[config.mk]
export PLATFORM = sky130hd
export DESIGN_NAME = ecc_fault_capture
export DESIGN_NICKNAME = d
export VERILOG_FILES = /design/src/rtl/ecc_cap_pkg.sv /design/src/rtl/ecc_cap_ctrl.sv /design/src/rtl/ecc_cap_store.sv /design/src/rtl/ecc_cap_window.sv /design/src/rtl/ecc_fault_capture.sv
export SDC_FILE = /design/constraint.sdc
export NUM_CORES = 1
export LEC_CHECK = 0
export ABC_AREA = 1
export BUFFER_PORTS_ARGS = -buffer_cell sky130_fd_sc_hd__buf_2
export CAP_MARGIN = 20
export CORE_ASPECT_RATIO = 1.1
export CORE_MARGIN = 3
export CORE_UTILIZATION = 55
export DETAILED_ROUTE_END_ITERATION = 10
export GPL_TIMING_DRIVEN = 0
export PLACE_DENSITY_LB_ADDON = 0.15
export SYNTH_ARGS = -nofsm -noshare
export SYNTH_HDL_FRONTEND = slang
export SYNTH_SLANG_ARGS = --single-unit
[constraint.sdc]
create_clock -name clk -period 2.95 [get_ports clk]
set_input_delay 0 -clock clk [delete_from_list [all_inputs] [get_ports clk]]
set_output_delay 0 -clock clk [all_outputs]
set_load 0.005 [all_outputs]
[src/rtl/ecc_cap_pkg.sv]
package ecc_cap_pkg;
   // Kind of capture decided in a cycle
   typedef enum logic [1:0] {
      CAP_NONE   = 2'd0,
      CAP_SINGLE = 2'd1,
      CAP_DOUBLE = 2'd2
   } cap_kind_e;

   // Fixed window layout positions
   localparam int unsigned IDX_PAR_AHI = 0;
   localparam int unsigned IDX_ALO     = 1;
   localparam int unsigned IDX_DATA0   = 2;
endpackage

[src/rtl/ecc_cap_ctrl.sv]
module ecc_cap_ctrl
   import ecc_cap_pkg::*;
(
   input  logic      clk,
   input  logic      rst_n,
   input  logic      sbe_strobe,
   input  logic      dbe_strobe,
   input  logic      sbe_clr,
   input  logic      dbe_clr,
   output logic      sbe_flag,
   output logic      dbe_flag,
   output logic      cap_en,
   output cap_kind_e cap_kind
);
   logic take_dbl;
   logic take_sgl;

   // Double-bit wins; clear of a flag blocks a new capture of that kind.
   assign take_dbl = dbe_strobe & ~dbe_flag & ~dbe_clr;
   assign take_sgl = sbe_strobe & ~sbe_flag & ~sbe_clr & ~dbe_flag & ~take_dbl;

   always_comb begin
      if (take_dbl)      cap_kind = CAP_DOUBLE;
      else if (take_sgl) cap_kind = CAP_SINGLE;
      else               cap_kind = CAP_NONE;
   end

   assign cap_en = (cap_kind != CAP_NONE);

   always_ff @(posedge clk or negedge rst_n) begin
      if (!rst_n) begin
         sbe_flag <= 1'b0;
         dbe_flag <= 1'b0;
      end else begin
         if (sbe_clr)       sbe_flag <= 1'b0;
         else if (take_sgl) sbe_flag <= 1'b1;
         if (dbe_clr)       dbe_flag <= 1'b0;
         else if (take_dbl) dbe_flag <= 1'b1;
      end
   end
endmodule

[src/rtl/ecc_cap_store.sv]
module ecc_cap_store #(
   parameter int unsigned ADDR_W   = 23,
   parameter int unsigned DATA_W   = 64,
   parameter int unsigned PAR_W    = 8,
   parameter int unsigned N_PAR_W  = 6,
   parameter int unsigned N_DATA_W = 16,
   parameter int unsigned SLICE_W  = 16
) (
   input  logic              clk,
   input  logic              rst_n,
   input  logic              cap_en,
   input  logic              wide_sel,
   input  logic [ADDR_W-1:0] in_addr,
   input  logic [DATA_W-1:0] in_data,
   input  logic [PAR_W-1:0]  in_par,
   output logic [ADDR_W-1:0] rec_addr,
   output logic [DATA_W-1:0] rec_data,
   output logic [PAR_W-1:0]  rec_par
);
   localparam int unsigned N_SLICE = DATA_W / SLICE_W;

   logic [DATA_W-1:0] kept_data;
   logic [PAR_W-1:0]  kept_par;

   // Per-slice narrow masking: slices wholly beyond the narrow width vanish
   for (genvar s = 0; s < N_SLICE; s++) begin : g_slice
      localparam int unsigned LO = s * SLICE_W;
      for (genvar b = 0; b < SLICE_W; b++) begin : g_bit
         if (LO + b < N_DATA_W) begin : g_keep
            assign kept_data[LO+b] = in_data[LO+b];
         end else begin : g_mask
            assign kept_data[LO+b] = wide_sel & in_data[LO+b];
         end
      end
   end

   for (genvar p = 0; p < PAR_W; p++) begin : g_par
      if (p < N_PAR_W) begin : g_keep
         assign kept_par[p] = in_par[p];
      end else begin : g_mask
         assign kept_par[p] = wide_sel & in_par[p];
      end
   end

   always_ff @(posedge clk or negedge rst_n) begin
      if (!rst_n) begin
         rec_addr <= '0;
         rec_data <= '0;
         rec_par  <= '0;
      end else if (cap_en) begin
         rec_addr <= in_addr;
         rec_data <= kept_data;
         rec_par  <= kept_par;
      end
   end
endmodule

[src/rtl/ecc_cap_window.sv]
module ecc_cap_window
   import ecc_cap_pkg::*;
#(
   parameter int unsigned ADDR_W  = 23,
   parameter int unsigned DATA_W  = 64,
   parameter int unsigned PAR_W   = 8,
   parameter int unsigned SLICE_W = 16,
   parameter int unsigned IDX_W   = 3
) (
   input  logic [IDX_W-1:0]   win_idx,
   input  logic [ADDR_W-1:0]  rec_addr,
   input  logic [DATA_W-1:0]  rec_data,
   input  logic [PAR_W-1:0]   rec_par,
   output logic [SLICE_W-1:0] win_rdata
);
   localparam int unsigned N_WORD  = 1 << IDX_W;
   localparam int unsigned N_SLICE = DATA_W / SLICE_W;
   localparam int unsigned AHI_W   = ADDR_W - SLICE_W;
   localparam int unsigned GAP_W   = SLICE_W - PAR_W - AHI_W;

   logic [SLICE_W-1:0] words [N_WORD];

   for (genvar k = 0; k < N_WORD; k++) begin : g_word
      if (k == IDX_PAR_AHI) begin : g_parhi
         assign words[k] = {rec_par, {GAP_W{1'b0}}, rec_addr[ADDR_W-1:SLICE_W]};
      end else if (k == IDX_ALO) begin : g_alo
         assign words[k] = rec_addr[SLICE_W-1:0];
      end else if (k >= IDX_DATA0 && k < IDX_DATA0 + N_SLICE) begin : g_data
         assign words[k] = rec_data[(k-IDX_DATA0)*SLICE_W +: SLICE_W];
      end else begin : g_unused
         assign words[k] = '0;
      end
   end

   assign win_rdata = words[win_idx];
endmodule

[src/rtl/ecc_fault_capture.sv]
module ecc_fault_capture
   import ecc_cap_pkg::*;
#(
   parameter int unsigned ADDR_W   = 23,
   parameter int unsigned DATA_W   = 64,
   parameter int unsigned PAR_W    = 8,
   parameter int unsigned N_PAR_W  = 6,
   parameter int unsigned N_DATA_W = 16,
   parameter int unsigned SLICE_W  = 16,
   parameter int unsigned IDX_W    = 3
) (
   input  logic               clk,
   input  logic               rst_n,
   input  logic               sbe_strobe,
   input  logic               dbe_strobe,
   input  logic [ADDR_W-1:0]  fault_addr,
   input  logic [DATA_W-1:0]  fault_data,
   input  logic [PAR_W-1:0]   fault_par,
   input  logic               wide_sel,
   input  logic               sbe_clr,
   input  logic               dbe_clr,
   input  logic [IDX_W-1:0]   win_idx,
   output logic [SLICE_W-1:0] win_rdata,
   output logic               sbe_flag,
   output logic               dbe_flag
);
   localparam int unsigned N_SLICE = DATA_W / SLICE_W;

   // Elaboration-time parameter checks
   if (ADDR_W <= SLICE_W || ADDR_W > 2 * SLICE_W) begin : g_chk_addr
      $error("ADDR_W must span more than one and at most two slices");
   end
   if (PAR_W + 1 + (ADDR_W - SLICE_W) > SLICE_W) begin : g_chk_pack
      $error("parity, gap bit and upper address do not fit one slice");
   end
   if (DATA_W % SLICE_W != 0) begin : g_chk_data
      $error("DATA_W must be a multiple of SLICE_W");
   end
   if (IDX_DATA0 + N_SLICE > (1 << IDX_W)) begin : g_chk_idx
      $error("index width too small for all slices");
   end
   if (N_PAR_W > PAR_W || N_DATA_W > DATA_W) begin : g_chk_narrow
      $error("narrow widths exceed wide widths");
   end

   logic              cap_en;
   cap_kind_e         cap_kind;
   logic [ADDR_W-1:0] rec_addr;
   logic [DATA_W-1:0] rec_data;
   logic [PAR_W-1:0]  rec_par;

   ecc_cap_ctrl u_ctrl (
      .clk        (clk),
      .rst_n      (rst_n),
      .sbe_strobe (sbe_strobe),
      .dbe_strobe (dbe_strobe),
      .sbe_clr    (sbe_clr),
      .dbe_clr    (dbe_clr),
      .sbe_flag   (sbe_flag),
      .dbe_flag   (dbe_flag),
      .cap_en     (cap_en),
      .cap_kind   (cap_kind)
   );

   ecc_cap_store #(
      .ADDR_W   (ADDR_W),
      .DATA_W   (DATA_W),
      .PAR_W    (PAR_W),
      .N_PAR_W  (N_PAR_W),
      .N_DATA_W (N_DATA_W),
      .SLICE_W  (SLICE_W)
   ) u_store (
      .clk      (clk),
      .rst_n    (rst_n),
      .cap_en   (cap_en),
      .wide_sel (wide_sel),
      .in_addr  (fault_addr),
      .in_data  (fault_data),
      .in_par   (fault_par),
      .rec_addr (rec_addr),
      .rec_data (rec_data),
      .rec_par  (rec_par)
   );

   ecc_cap_window #(
      .ADDR_W  (ADDR_W),
      .DATA_W  (DATA_W),
      .PAR_W   (PAR_W),
      .SLICE_W (SLICE_W),
      .IDX_W   (IDX_W)
   ) u_window (
      .win_idx   (win_idx),
      .rec_addr  (rec_addr),
      .rec_data  (rec_data),
      .rec_par   (rec_par),
      .win_rdata (win_rdata)
   );
endmodule

==> reports/metrics.json <==
{
  "status": "finished clean",
  "max_cap_violations": 0,
  "cts_tree": "done",
  "synth_top_cell_area_share": 0.4524,
  "yosysSeqAreaShare": 0.4524,
  "route.antenna.remaining_nets": 0,
  "fmax_ghz": 0.5531,
  "ioPinCount": 123,
  "critical_path_depth": 6,
  "grt_remaining_overflow": 0,
  "leakagePower_nw": 4.458,
  "core_region_area_sq_mm": 0.009444,
  "unrepaired_setup_endpoints_after_global_routing": "no",
  "dieWidth_um": 100.2,
  "synthAdderAreaFrac": 0,
  "power_mw": 3.446,
  "final.setup_skew_ps": 6.576,
  "timing_hold_violations_final": 0,
  "die_y_um": 109.6,
  "area_delta_synth_final_pct": 36.82,
  "cp_top_family": "buffers and inverters",
  "detailroute.via_count": 5829,
  "setup_viol": 0,
  "grt_pass1_wl_mm": 27.45,
  "vdd_ir_drop_max_uv": 282.0,
  "drc_errors": 0,
  "pwr_density_cell_mw_per_mm2": 469.4,
  "routability_congestion_estimate_from_global_placement": 0.8490,
  "synth_top_family_by_area": "simple AND/OR/NAND/NOR gates",
  "final_layout_size_suffix_gt1_frac": 0.1871,
  "path_class": "flop to flop",
  "crit_path_max_incr_delay_ps": 570,
  "die-area_sq_mm": 0.01098,
  "fillers": 684,
  "measured_slew_at_the_worst_slew_check_pin_ps": 599.3,
  "worst_setup_hold_path_clk_slew_ps": 90,
  "netlist_area_sq_mm": 0.005365,
  "synth_fp_nets": 889,
  "yosys_warnings": 0,
  "tritoncts.num_buffers": 9,
  "drtIter0Drc": 375,
  "place_inst": 1022,
  "yosysTopAreaCell": "sky130_fd_sc_hd__dfrtp_1",
  "whs_ps": 150.2,
  "crit_path_start_kind": "flop",
  "cts.repair.resized": 0,
  "grt_pass1_vias": 5881,
  "postRouteWirelength_mm": 16.65,
  "timing.reg2reg.worst_path_depth": 6,
  "clk_root_buffer_cell": "sky130_fd_sc_hd__clkbuf_8",
  "nets": 1121,
  "synthTopCellsByArea": "sky130_fd_sc_hd__dfrtp_1 (45%), sky130_fd_sc_hd__nand2_1 (24%), sky130_fd_sc_hd__nand3_1 (12%)",
  "synth_area_per_cell_sq_um": 6.843,
  "place.port_buffers": 120,
  "post_cts_hold_buffer_count": 100,
  "drt_pre_antenna_iters": 5,
  "clock_tree.htree_level_count": 3,
  "timing.final.crit_share": 0.6129,
  "crit_chain": "nor2_1 -> nand2_2 -> buf_2 -> nand3_1 -> a21oi_1 -> dlygate4sd3_1",
  "slew-limit-headroom": 0.6005,
  "synth_cell_type_count": 17,
  "worst_skew_pair.late_latency_ps": 370,
  "avgViaCountPerCell": 5.118,
  "detailed_place_hpwl_mm": 10.95,
  "synth.ff_latch_count": 97,
  "xor_and_xnor_area_share_after_synthesis": 0,
  "critPathArrivalTime_ps": 2120,
  "synth_compound_area_frac": 0.02332,
  "start_util": 0.5681,
  "setup_tns_ps": 0,
  "type_of_the_tightest_min_delay_check": "input port to async pin",
  "cp_max_fo": 10,
  "timing.critical_path.slowest_stage_cell": "sky130_fd_sc_hd__dlygate4sd3_1",
  "drt-wirelength-per-cell_um": 14.62,
  "initial_antenna_violation_count": 1,
  "period_needed_ps": 1808,
  "yosys-mux-area-fraction": 0,
  "worst_ep_required_time_ps": 3260,
  "critical_path_buf_inv_count": 2,
  "timing_max_transition_violations_final": 0,
  "sort_of_element_at_the_end_of_the_critical_path": "flop",
  "cts.path.max_buffers": 2,
  "global_route.usage.total": 0.3209,
  "final_cells": 1139,
  "clock_sinks": 97,
  "synthesis.instances": 784,
  "core.rowCount": 37,
  "pin_count_of_the_biggest_net_entering_global_routing": 55,
  "post-cts-setup-buffers": 0,
  "synth_simple_gate_area_share": 0.3920
}
-- cell families after synthesis --
family | Yosys count
and+or+nand+nor | 502
AOI/OAI and AO/OA | 17
buffers and inverters | 168
DFF | 97
-- metal layers --
metal  track usage  share of wire  wire length, um  vias up
li1              -              -                -     2832
met1        0.3913           0.41             6757     2658
met2        0.5507           0.49             8229      281
met3       0.05013          0.058              974       58
met4        0.1646          0.042              692        0
met5             0              0                0        -
-- layout by cell type, fill, tap and decap left out --
cell type                       count
sky130_fd_sc_hd__a21oi_1            1
sky130_fd_sc_hd__buf_1              5
sky130_fd_sc_hd__buf_16             1
sky130_fd_sc_hd__buf_2            140
sky130_fd_sc_hd__buf_4             13
sky130_fd_sc_hd__buf_6              1
sky130_fd_sc_hd__bufinv_16          1
sky130_fd_sc_hd__clkbuf_1          12
sky130_fd_sc_hd__clkbuf_8          10
sky130_fd_sc_hd__clkinv_1           1
sky130_fd_sc_hd__clkinv_2           4
sky130_fd_sc_hd__clkinvlp_4         1
sky130_fd_sc_hd__dfrtp_1           97
sky130_fd_sc_hd__diode_2            1
sky130_fd_sc_hd__dlygate4sd3_1    100
sky130_fd_sc_hd__inv_1            116
sky130_fd_sc_hd__nand2_1          350
sky130_fd_sc_hd__nand2_2            2
sky130_fd_sc_hd__nand3_1          128
sky130_fd_sc_hd__nand3_2            1
sky130_fd_sc_hd__nor2_1             4
sky130_fd_sc_hd__nor2_4             1
sky130_fd_sc_hd__o211ai_1          16
sky130_fd_sc_hd__or2_2             16
-- flip-flops by register name, summed over array words and instances (netlist names) --
register,flops
u_ctrl.dbe_flag,1
u_ctrl.sbe_flag,1
u_store.rec_addr,23
u_store.rec_data,64
u_store.rec_par,8
-- synth_stat cells --
cell	n
sky130_fd_sc_hd__nor2_4	1
sky130_fd_sc_hd__clkbuf_1	12
sky130_fd_sc_hd__buf_4	12
sky130_fd_sc_hd__inv_1	116
sky130_fd_sc_hd__nand2_2	2
sky130_fd_sc_hd__nand3_1	128
sky130_fd_sc_hd__o211ai_1	16
sky130_fd_sc_hd__buf_2	21
sky130_fd_sc_hd__nand2_1	350
sky130_fd_sc_hd__nand3_2	1
sky130_fd_sc_hd__nor2_1	4
sky130_fd_sc_hd__dfrtp_1	97
sky130_fd_sc_hd__buf_1	5
sky130_fd_sc_hd__clkinv_1	1
sky130_fd_sc_hd__or2_2	16
sky130_fd_sc_hd__buf_6	1
sky130_fd_sc_hd__a21oi_1	1
-- cell type report --
type	instances	area, sq um	share of cell area
diodes	1	2.502	0.0003409
inverters	117	439.2	0.05983
flip-flops and latches	97	2427	0.3307
clock buffers	10	137.6	0.01875
repair buffers	221	1632	0.2223
plain buffers	51	270.3	0.03682
clock inverters	6	57.56	0.007840
well taps	117	146.4	0.01994
multi-input cells	519	2228	0.3036
-- power breakdown --
part | internal (mW) | switching (mW)
clock network | 0.409 | 0.465
registers | 1.54 | 0.133
logic | 0.404 | 0.494
total | 2.35 | 1.09
-- final timing paths --
check,start,end,slack (ps)
worst max-delay path,u_ctrl.dbe_flag$_DFFE_PN0P_,u_ctrl.sbe_flag$_DFFE_PN0P_,1140
worst min-delay path,rst_n,u_store.rec_data[17]$_DFFE_PN0P_,150
worst max register to register,u_ctrl.dbe_flag$_DFFE_PN0P_,u_ctrl.sbe_flag$_DFFE_PN0P_,1140
worst min register to register,u_store.rec_data[49]$_DFFE_PN0P_,u_store.rec_data[49]$_DFFE_PN0P_,510
max in group asynchronous,rst_n,u_store.rec_data[52]$_DFFE_PN0P_,2120
min in group clk,wide_sel,u_store.rec_data[36]$_DFFE_PN0P_,220
-- through the flow --
stage          instance area (sq um)    util  setup slack [ps]
6_report                        7341  0.7773              1142
3_5_place_dp                    6142  0.6504              1490
3_3_place_gp                    6112  0.6472             950.8
2_1_floorplan                   5365       -              1761
5_1_grt                         7341  0.7773              1085
4_1_cts                         7338  0.7770              1216
Power figures use the tool's default switching activity.
